`src/rtl/nfa_pkg.sv`:
```
package nfa_pkg;

  typedef enum logic [1:0] {
    MODE_ON_ACT = 2'b00,
    MODE_FIRST  = 2'b01,
    MODE_ALL    = 2'b10,
    MODE_RSVD   = 2'b11
  } start_mode_e;

  typedef enum logic [1:0] {
    CFG_MASK  = 2'b00,
    CFG_ROUTE = 2'b01,
    CFG_ATTR  = 2'b10,
    CFG_NONE  = 2'b11
  } cfg_kind_e;

  // Enable source selection; pred is already gated off on a stream start.
  function automatic logic state_enabled(input logic [1:0] mode,
                                         input logic       first,
                                         input logic       pred);
    logic en;
    case (mode)
      MODE_ALL:   en = 1'b1;
      MODE_FIRST: en = first | pred;
      default:    en = pred;
    endcase
    return en;
  endfunction

  // Attribute word layout: [1:0] mode, [2] report flag.
  function automatic logic [1:0] attr_mode(input logic [2:0] w);
    return w[1:0];
  endfunction

  function automatic logic attr_report(input logic [2:0] w);
    return w[2];
  endfunction

endpackage

```
`src/rtl/nfa_cfg_store.sv`:
```
module nfa_cfg_store #(
  parameter int N_STATES = 8,
  parameter int SYM_W    = 8,
  parameter int CFG_W    = 32,
  localparam int NSYM    = 1 << SYM_W,
  localparam int WORDS   = NSYM / CFG_W,
  localparam int IDX_W   = (N_STATES > 1) ? $clog2(N_STATES) : 1,
  localparam int WSEL_W  = (WORDS > 1) ? $clog2(WORDS) : 1
) (
  input  logic                               clk,
  input  logic                               rst,
  input  logic                               cfg_we,
  input  logic [1:0]                         cfg_kind,
  input  logic [IDX_W-1:0]                   cfg_idx,
  input  logic [WSEL_W-1:0]                  cfg_word,
  input  logic [CFG_W-1:0]                   cfg_wdata,
  input  logic                               stream_busy,
  output logic [N_STATES-1:0][NSYM-1:0]      masks,
  output logic [N_STATES-1:0][N_STATES-1:0]  routes,
  output logic [N_STATES-1:0][1:0]           modes,
  output logic [N_STATES-1:0]                rep_en
);
  import nfa_pkg::*;

  // Write accepted only while no symbol is in flight.
  logic cfg_accept;
  assign cfg_accept = cfg_we & ~stream_busy;

  logic [CFG_W-1:0]    mword_q [N_STATES][WORDS];
  logic [N_STATES-1:0] route_q [N_STATES];
  logic [1:0]          mode_q  [N_STATES];
  logic                rep_q   [N_STATES];

  for (genvar i = 0; i < N_STATES; i++) begin : g_state
    logic sel;
    assign sel = cfg_accept && (cfg_idx == IDX_W'(i));

    for (genvar w = 0; w < WORDS; w++) begin : g_word
      always_ff @(posedge clk) begin
        if (rst) begin
          mword_q[i][w] <= '0;
        end else if (sel && cfg_kind == CFG_MASK && cfg_word == WSEL_W'(w)) begin
          mword_q[i][w] <= cfg_wdata;
        end
      end
      assign masks[i][w*CFG_W +: CFG_W] = mword_q[i][w];
    end

    always_ff @(posedge clk) begin
      if (rst) begin
        route_q[i] <= '0;
        mode_q[i]  <= MODE_ON_ACT;
        rep_q[i]   <= 1'b0;
      end else if (sel) begin
        case (cfg_kind)
          CFG_ROUTE: route_q[i] <= cfg_wdata[N_STATES-1:0];
          CFG_ATTR: begin
            mode_q[i] <= attr_mode(cfg_wdata[2:0]);
            rep_q[i]  <= attr_report(cfg_wdata[2:0]);
          end
          default: ;
        endcase
      end
    end

    assign routes[i] = route_q[i];
    assign modes[i]  = mode_q[i];
    assign rep_en[i] = rep_q[i];
  end

  // writes that collide with a symbol leave the configuration unchanged.
  a_r9_cfg_blocked: assert property (@(posedge clk) disable iff (rst)
    (cfg_we && stream_busy) |=> ($stable(modes) && $stable(rep_en) &&
                                 $stable(routes) && $stable(masks)));

  // reset empties the attribute and route store.
  a_r1_cfg_reset: assert property (@(posedge clk)
    rst |=> (rep_en == '0 && routes == '0));

endmodule

```
`src/rtl/nfa_route_net.sv`:
```
module nfa_route_net #(
  parameter int N_STATES = 8
) (
  input  logic [N_STATES-1:0]               active,
  input  logic [N_STATES-1:0][N_STATES-1:0] routes,
  output logic [N_STATES-1:0]               pred_en
);
  // Column OR of the route matrix, masked by the source active bits.
  for (genvar j = 0; j < N_STATES; j++) begin : g_dst
    always_comb begin
      pred_en[j] = 1'b0;
      for (int i = 0; i < N_STATES; i++) begin
        pred_en[j] = pred_en[j] | (active[i] & routes[i][j]);
      end
    end
  end

  // an enable never appears without some active source.
  always_comb begin
    if (active == '0) a_r5_no_source: assert (pred_en == '0);
  end

endmodule

```
`src/rtl/nfa_state_cell.sv`:
```
module nfa_state_cell #(
  parameter int SYM_W = 8,
  localparam int NSYM = 1 << SYM_W
) (
  input  logic             clk,
  input  logic             rst,
  input  logic             sym_valid,
  input  logic             sym_first,
  input  logic [SYM_W-1:0] sym_data,
  input  logic [NSYM-1:0]  mask,
  input  logic [1:0]       mode,
  input  logic             pred_en,
  output logic             match,
  output logic             active_q
);
  import nfa_pkg::*;

  function automatic logic mask_hit(input logic [NSYM-1:0] m,
                                    input logic [SYM_W-1:0] s);
    return m[s];
  endfunction

  logic pred_live;
  logic enabled;
  assign pred_live = pred_en & ~sym_first;
  assign enabled   = state_enabled(mode, sym_first, pred_live);
  assign match     = sym_valid & enabled & mask_hit(mask, sym_data);

  always_ff @(posedge clk) begin
    if (rst)            active_q <= 1'b0;
    else if (sym_valid) active_q <= match;
  end

  // no symbol, no change.
  a_r2_hold_idle: assert property (@(posedge clk) disable iff (rst)
    !sym_valid |=> $stable(active_q));

  // a symbol outside the mask cannot leave the state active.
  a_r3_mask_gate: assert property (@(posedge clk) disable iff (rst)
    (sym_valid && !mask[sym_data]) |=> !active_q);

  // on a stream start, an activation-only state stays off.
  a_r6_start_drops_pred: assert property (@(posedge clk) disable iff (rst)
    (sym_valid && sym_first && (mode == MODE_ON_ACT || mode == MODE_RSVD))
      |=> !active_q);

  // an all-input state is always enabled, so a masked symbol activates it.
  a_r4_all_input: assert property (@(posedge clk) disable iff (rst)
    (sym_valid && mode == MODE_ALL && mask[sym_data]) |=> active_q);

endmodule

```
`src/rtl/nfa_report.sv`:
```
module nfa_report #(
  parameter int N_STATES = 8
) (
  input  logic                clk,
  input  logic                rst,
  input  logic                sym_valid,
  input  logic [N_STATES-1:0] match,
  input  logic [N_STATES-1:0] rep_en,
  output logic                rpt_valid,
  output logic [N_STATES-1:0] rpt_vec
);
  logic [N_STATES-1:0] fire;
  logic                any_fire;
  assign fire     = match & rep_en;
  assign any_fire = |fire;

  always_ff @(posedge clk) begin
    if (rst) begin
      rpt_valid <= 1'b0;
      rpt_vec   <= '0;
    end else begin
      rpt_valid <= sym_valid & any_fire;
      rpt_vec   <= sym_valid ? fire : '0;
    end
  end

  // reset empties the report outputs.
  a_r1_report_reset: assert property (@(posedge clk)
    rst |=> (!rpt_valid && rpt_vec == '0));

  // the vector is empty exactly when the strobe is low.
  a_r7_vec_needs_strobe: assert property (@(posedge clk) disable iff (rst)
    !rpt_valid |-> (rpt_vec == '0));
  a_r7_strobe_has_bit: assert property (@(posedge clk) disable iff (rst)
    rpt_valid |-> (rpt_vec != '0));

  // only states flagged for reporting appear.
  a_r7_only_reporters: assert property (@(posedge clk) disable iff (rst)
    1'b1 |=> ((rpt_vec & ~$past(rep_en)) == '0));

  // an idle cycle is followed by no report.
  a_r2_no_report_idle: assert property (@(posedge clk) disable iff (rst)
    !sym_valid |=> !rpt_valid);

endmodule

```
`src/rtl/nfa_state_array.sv`:
```
module nfa_state_array #(
  parameter int N_STATES = 8,
  parameter int SYM_W    = 8,
  parameter int CFG_W    = 32,
  localparam int NSYM    = 1 << SYM_W,
  localparam int WORDS   = NSYM / CFG_W,
  localparam int IDX_W   = (N_STATES > 1) ? $clog2(N_STATES) : 1,
  localparam int WSEL_W  = (WORDS > 1) ? $clog2(WORDS) : 1
) (
  input  logic                clk,
  input  logic                rst,
  input  logic                sym_valid,
  input  logic                sym_first,
  input  logic [SYM_W-1:0]    sym_data,
  input  logic                cfg_we,
  input  logic [1:0]          cfg_kind,
  input  logic [IDX_W-1:0]    cfg_idx,
  input  logic [WSEL_W-1:0]   cfg_word,
  input  logic [CFG_W-1:0]    cfg_wdata,
  output logic                rpt_valid,
  output logic [N_STATES-1:0] rpt_vec
);

  logic [N_STATES-1:0][NSYM-1:0]     masks;
  logic [N_STATES-1:0][N_STATES-1:0] routes;
  logic [N_STATES-1:0][1:0]          modes;
  logic [N_STATES-1:0]               rep_en;
  logic [N_STATES-1:0]               active_vec;
  logic [N_STATES-1:0]               pred_en;
  logic [N_STATES-1:0]               match_vec;

  nfa_cfg_store #(
    .N_STATES (N_STATES),
    .SYM_W    (SYM_W),
    .CFG_W    (CFG_W)
  ) u_cfg (
    .clk         (clk),
    .rst         (rst),
    .cfg_we      (cfg_we),
    .cfg_kind    (cfg_kind),
    .cfg_idx     (cfg_idx),
    .cfg_word    (cfg_word),
    .cfg_wdata   (cfg_wdata),
    .stream_busy (sym_valid),
    .masks       (masks),
    .routes      (routes),
    .modes       (modes),
    .rep_en      (rep_en)
  );

  nfa_route_net #(
    .N_STATES (N_STATES)
  ) u_route (
    .active  (active_vec),
    .routes  (routes),
    .pred_en (pred_en)
  );

  for (genvar i = 0; i < N_STATES; i++) begin : g_cell
    nfa_state_cell #(
      .SYM_W (SYM_W)
    ) u_cell (
      .clk       (clk),
      .rst       (rst),
      .sym_valid (sym_valid),
      .sym_first (sym_first),
      .sym_data  (sym_data),
      .mask      (masks[i]),
      .mode      (modes[i]),
      .pred_en   (pred_en[i]),
      .match     (match_vec[i]),
      .active_q  (active_vec[i])
    );
  end

  nfa_report #(
    .N_STATES (N_STATES)
  ) u_rpt (
    .clk       (clk),
    .rst       (rst),
    .sym_valid (sym_valid),
    .match     (match_vec),
    .rep_en    (rep_en),
    .rpt_valid (rpt_valid),
    .rpt_vec   (rpt_vec)
  );

  // nothing matches without a symbol.
  a_r3_no_match_idle: assert property (@(posedge clk) disable iff (rst)
    !sym_valid |-> (match_vec == '0));

  // reset clears every active flag.
  a_r1_active_reset: assert property (@(posedge clk)
    rst |=> (active_vec == '0));

endmodule

```
`config.mk`:
```
export PLATFORM = sky130hd
export DESIGN_NAME = nfa_state_array
export DESIGN_NICKNAME = d
export VERILOG_FILES = /design/src/rtl/nfa_pkg.sv /design/src/rtl/nfa_cfg_store.sv /design/src/rtl/nfa_route_net.sv /design/src/rtl/nfa_state_cell.sv /design/src/rtl/nfa_report.sv /design/src/rtl/nfa_state_array.sv
export SDC_FILE = /design/constraint.sdc
export NUM_CORES = 2
export LEC_CHECK = 0
export CAP_MARGIN = 40
export CORE_MARGIN = 5
export CORE_UTILIZATION = 40
export CTS_BUF_LIST = sky130_fd_sc_hd__clkbuf_4 sky130_fd_sc_hd__clkbuf_8
export CTS_CLUSTER_SIZE = 12
export DETAILED_ROUTE_END_ITERATION = 8
export MAX_ROUTING_LAYER = met4
export PLACE_DENSITY = 0.59
export SYNTH_ARGS = -nofsm -noshare
export SYNTH_HDL_FRONTEND = slang
export SYNTH_SLANG_ARGS = --single-unit
```
`constraint.sdc`:
```
create_clock -name clk -period 4.23 [get_ports clk]
set_clock_uncertainty 0.1 [all_clocks]
set_input_delay 0.846 -clock clk [delete_from_list [all_inputs] [get_ports clk]]
set_output_delay 0.846 -clock clk [all_outputs]
set_load 0.1 [all_outputs]
```
# Word-level counts from Yosys, hierarchy flattened
# Memory sizes are Yosys's and may differ from the RTL's.
# Cells that the tools add are included.
# word_totals
ff_bits	17
latch_bits	0
ram_bits	2136
mem_bits_ro	0
inputBits	53
wordCells	733
mem_count	4
# op_classes
addsub	0
n_mul	0
div_mod_pow	0
magnitude_cmp	1
n_eq_ne	32
n_shift	0
muxes	356
bitwise	245
n_reduce_logical	85
# memory_table
memory	depth	width	rd	rd_ports_with_merged_regs	write_ports	line_no	source
u_cfg.mword_q	8	256	8	0	8	nfa_cfg_store.sv:29	logic [CFG_W-1:0] mword_q [N_STATES][WORDS];
u_cfg.route_q	8	8	8	0	8	nfa_cfg_store.sv:30	logic [N_STATES-1:0] route_q [N_STATES];
u_cfg.mode_q	8	2	8	0	8	nfa_cfg_store.sv:31	logic [1:0] mode_q [N_STATES];
u_cfg.rep_q	8	1	8	0	8	nfa_cfg_store.sv:32	logic rep_q [N_STATES];
# ops
cell	count
$mux 32	64
$mux 1	260
$or 1x1->1	152
$and 1x1->1	90
$logic_and 1x1->1	80
$bmux 1 s8	8
$mux 8	8
$eq 3x3->1 const B	8
$eq 2x1->1 const B	9
$eq 2x2->1 const B	9
$mux 2	8
$pmux 1 s2	8
$eq 3x2->1 const B	4
$lt 8x9->1 const B	1
$and 8x8->8	1
$reduce_or 8->1	1
$eq 3x1->1 const B	2
$logic_not 3->1	2
$logic_not 2->1	1
$not 1->1	2
$reduce_or 2->1	1

# Longest topological paths before layout
# An unclocked memory read counts as a cell.
# depth
word_depth	17
depth_mapped	15

# By module
# Synthesis repeated with hierarchy kept, for this count alone.
# unflattened
cells_unflattened	7038
hier_area_um2	109646.4
# modules_own_cells
mod	n_inst	cells_each	area_each_um2
nfa_cfg_store	1	5416	89832.4
nfa_state_cell	8	193	2392.3
nfa_route_net	1	48	379.1
nfa_report	1	30	296.5

# Worst setup path before layout
# OpenSTA, ideal clock, no wires.
# synth_path
path_kind	input-to-reg
from	in sym_valid
to	mem u_cfg.mword_q[1][512] (netlist bit) (enable)
setup_ps	428
t_arrival_ps	3297
t_required_ps	3702
path_slack_ps	405
cell_stages	7
n_path_buf	2
cell_sequence	inv_1 -> nand3_1 -> clkbuf_1 -> nor2_1 -> nand2_1 -> clkbuf_1 -> o21bai_1
# synth_rtl
item	line_no	source
from (decl)	nfa_state_array.sv:12	input logic sym_valid,
to (decl)	nfa_cfg_store.sv:29	

# Final worst setup path
# layout_path
from	in sym_data[0]
to	reg u_rpt.rpt_valid
# layout_between
elab_chain_len	6
# layout_rtl
item	line_no	source
from (decl)	nfa_state_array.sv:14	input logic [SYM_W-1:0] sym_data,
$bmux 1 s8	nfa_state_cell.sv:20	return m[s];
$mux 1 (not written as such)	nfa_state_cell.sv:20	
$and 1x1->1	nfa_state_cell.sv:27	assign match = sym_valid & enabled & mask_hit(mask, sym_data);
$and 8x8->8 *	nfa_report.sv:14	assign fire = match & rep_en;
$reduce_or 8->1 *	nfa_report.sv:15	assign any_fire = |fire;
$and 1x1->1 *	nfa_report.sv:22	rpt_valid <= sym_valid & any_fire;
to (signal assigned)	nfa_report.sv:22	
to (decl)	nfa_report.sv:9	output logic rpt_valid,
# Mark *: on every way between the ends. The rest lies on a longest branch, timed or not. The select of a mux whose other input is x is not followed.
# A chain may end at the register's enable or synchronous reset.

==> results.sh <==
export IMPL_status="completed"
export IMPL_grt_max_degree=71
export IMPL_cp_common_cell="buf_4"
export IMPL_synthMuxAreaShare_pct=12.7
export IMPL_hold_viol_final=0
export IMPL_dp_hpwl_mm=181
export IMPL_cts_resized=0
export IMPL_synth_fa_ha_area_share_pct=0.201
export IMPL_max_cap_viol_count=0
export IMPL_crit_type="in2reg"
export IMPL_fin_crit_sh_pct=84.5
export IMPL_area_delta_synth_final_pct=14.8
export IMPL_min_to="u_cfg.mword_q[0][65]"
export IMPL_fin_ws_ns=0.655
export IMPL_fin_setup_tns_ns=0
export IMPL_yosys_register_bits=2153
export IMPL_max_slew_worst_pin_slew_ns=0.929
export IMPL_grt_ovfl_total=0
export IMPL_fin_cells=10527
export IMPL_cts_hold_fix_buffers=1
export IMPL_p_leak_uw=0.0408
export IMPL_place_congestion=0.832
export IMPL_path_buf_inv=8
export IMPL_wl_per_cell_um=29.5
export IMPL_die_x_um=509
export IMPL_holdWs_ns=0.146
export IMPL_drtPass1Iterations=5
export IMPL_totalWireLength_mm=311
export IMPL_crit_fanout=18
export IMPL_ir_drop_uv=248
export IMPL_worstHoldPathCells=2
export IMPL_setup_viol=0
export IMPL_reg2regPathDepth=8
export IMPL_min_from="cfg_wdata[1]"
export IMPL_rsz0062_at_grt="false"
export IMPL_drt_initial_drc_count=8650
export IMPL_final_antenna_net_count=0
export IMPL_antenna_found_initial=70
export IMPL_cp_cell_sequence="buf_8 > buf_12 > buf_12 > buf_4 > buf_4 > mux2i_1 > a221oi_1 > o21ai_0 > a211oi_1 > o41ai_2 > buf_4 > buf_4 > a31oi_1 > buf_4 > nand2_1 > o2111ai_1 > o41a_1"
export IMPL_vias=59199
export IMPL_core_area_um2=248000
export IMPL_multi_input_area_um2=31900
export IMPL_layout_nets=6956
export IMPL_ys_flop_type="edfxtp_1"
export IMPL_rrSetupSlack_ns=0.80
export IMPL_maxSlewViolCount=0
export IMPL_synthArstFlopShare_pct=0
export IMPL_cp_end_kind="flop"
export IMPL_fmax_mhz=280
export IMPL_final_util_pct=46.0
export IMPL_synth_edf_count=2136
export IMPL_synthCells=6557
export IMPL_start_util_pct=40.1
export IMPL_crit_path_top_delay_cell="a211oi_1"
export IMPL_fin_crit_ns=3.57
export IMPL_critPathLaunchType="input pin"
export IMPL_syn_area_um2=99500
export IMPL_critPathTopFamily="compound AO/OA/AOI/OAI gates"
export IMPL_die_height_um=509
export IMPL_place_ws_ns=-0.353
export IMPL_syn_nets=6626
export IMPL_yosysSeqAreaShare_pct=64.8
export IMPL_clkTransAtPathRegs_ns=0.06
export IMPL_placedCellCount=9834
export IMPL_r2r_end="u_rpt.rpt_valid"
export IMPL_r2r_start="u_cfg.mword_q[0][851]"
export IMPL_synthXorXnorAreaFrac_pct=0
export IMPL_drive_gt1_share_pct=22.7
export IMPL_numCtsBuffers=379
export IMPL_grt_pass1_wl_mm=441
export IMPL_max_slew_margin_pct=38.1
export IMPL_drc_errors=0
export IMPL_num_rows=183
export IMPL_required_ns=5.18
export IMPL_p_per_area_nw_per_um2=414
export IMPL_ys_types=78
export IMPL_clkSinkCount=2153
export IMPL_fill_cells=21567
export IMPL_die_area_um2=259000
export IMPL_synthSimpleGateAreaFrac_pct=15.3
export IMPL_post_cts_buffers=0
export IMPL_via_per_inst=5.62
export IMPL_first_global_vias=59143
export IMPL_synth_top_family_by_area="simple AND/OR/NAND/NOR gates"
export IMPL_synth_compound_area_share_pct=3.53
export IMPL_hold_path_class="in2reg"
export IMPL_crit_arrival_ns=4.52
export IMPL_seqCellArea_um2=64500
export IMPL_cts_path_max_buffers=4
export IMPL_slowest_delay_ns=0.53
export IMPL_clk_latency_ns=1.11
export IMPL_synth_avg_cell_area_um2=15.2
export IMPL_clockRootBuffer="clkbuf_8"
export IMPL_port_buffers=61
export IMPL_io_pins=62
export IMPL_tritoncts="built"
export IMPL_cts_htree_levels=5
export IMPL_grt_use_total_pct=24.5
export IMPL_yosys_warnings=0
worst max path at each step:
stage,startpoint,end,cells past startpoint
5_1_grt,sym_data[0],u_rpt.rpt_valid,15
3_5_place_dp,sym_data[0],u_rpt.rpt_valid,15
2_1_floorplan,sym_valid,u_cfg.mword_q[1][512],7
3_3_place_gp,sym_data[0],u_rpt.rpt_valid,14
6_report,sym_data[0],u_rpt.rpt_valid,17
4_1_cts,sym_data[0],u_rpt.rpt_valid,15
flip-flops by register name, indices dropped and copies added (netlist names):
signal,count
u_cfg.mword_q,2048
u_cfg.route_q,64
u_cfg.mode_q,16
g_cell.u_cell.active_q,8
u_cfg.rep_q,8
u_rpt.rpt_vec,8
u_rpt.rpt_valid,1
synth_stat cells, types with 23 or more instances:
library cell	n	area, µm²
mux4_2	386	8690
a221oi_1	59	517
nand2_1	81	304
edfxtp_1	2136	64100
inv_1	25	93.8
buf_1	38	143
mux2i_1	235	2350
buf_2	63	315
a21o_1	52	390
o22ai_1	34	213
o21bai_1	35	263
buf_6	46	518
a211oi_1	25	188
and3_1	28	175
clkbuf_1	473	1780
a21oi_1	48	240
a22oi_1	57	428
nand3_1	41	205
buf_4	26	195
nor3_1	23	115
nor2_1	135	507
o21ai_0	29	145
mux4_1	55	1450
and2_1	2123	13300
per-layer routing:
metal  global-route usage, %  routed length, µm  share of wire (%)  vias to the layer above
met5                       -                  0                  0                        -
met4                    7.37               9790                3.2                        0
met3                    3.79              30400                9.8                      619
met2                    38.8             149000                 48                     3036
met1                    32.8             122000                 39                    30581
li1                        -                  -                  -                    24963
final cells by class:
class	instances	area share [%]
multi-input combinational	3706	27.9
clock buffer	516	5.51
antenna	40	0.0877
inverter	28	0.0942
tap	3330	3.65
sequential	2153	56.5
clock inverter	135	0.570
timing repair buffer	619	5.71
cells by family after synthesis:
group	Yosys count
flops	2153
mux	688
simple gates	2534
compound gates	468
buf+inv	698
fa+ha+maj	16
layout by cell type (no fill, tap or decap), types with 14 or more instances in the layout:
cell             synthesis  layout
a22oi_1                 57      57
clkinv_2                 0      27
nor4_1                  18      17
a21o_1                  52      52
a211oi_1                25      25
buf_8                    7      15
nand3_1                 41      41
mux4_2                 386     386
edfxtp_1              2136    2136
o22ai_1                 34      34
a21oi_1                 48      48
clkinv_1                 2     100
mux2i_1                235     235
nor2b_1                 19      18
nand2_1                 81      81
clkbuf_8                 3     387
dfxtp_1                 17      17
diode_2                  0      40
a31oi_1                 14      14
and2_1                2123    2123
a22o_1                  15      15
nor3_1                  23      22
ha_1                    16      16
nand2b_1                19      19
mux4_1                  55      55
buf_12                   6     120
clkdlybuf4s50_1          0      22
o21ai_0                 29      29
and3_1                  28      28
nor2_1                 135     126
a221oi_1                59      59
buf_4                   26     445
inv_1                   25      24
clkbuf_4                 6     129
o21bai_2                 0      26
where the power goes:
part / leakage [µW] / internal [µW] / total, µW / switching, µW
clock network: 0.00369 / 9730 / 18300 / 8570
logic: 0.0167 / 1570 / 4180 / 2610
registers: 0.0204 / 24500 / 24800 / 295
total: 0.0408 / 35800 / 47200 / 11500
stage by stage:
step                cell area [µm²]  power, µW
finish                       114000      47200
global route                 114000      48800
detailed placement           107000      29400
CTS                          114000      47600
floorplan                     99500      27300
global placement             107000      29200
Power figures use the tool's default switching activity.
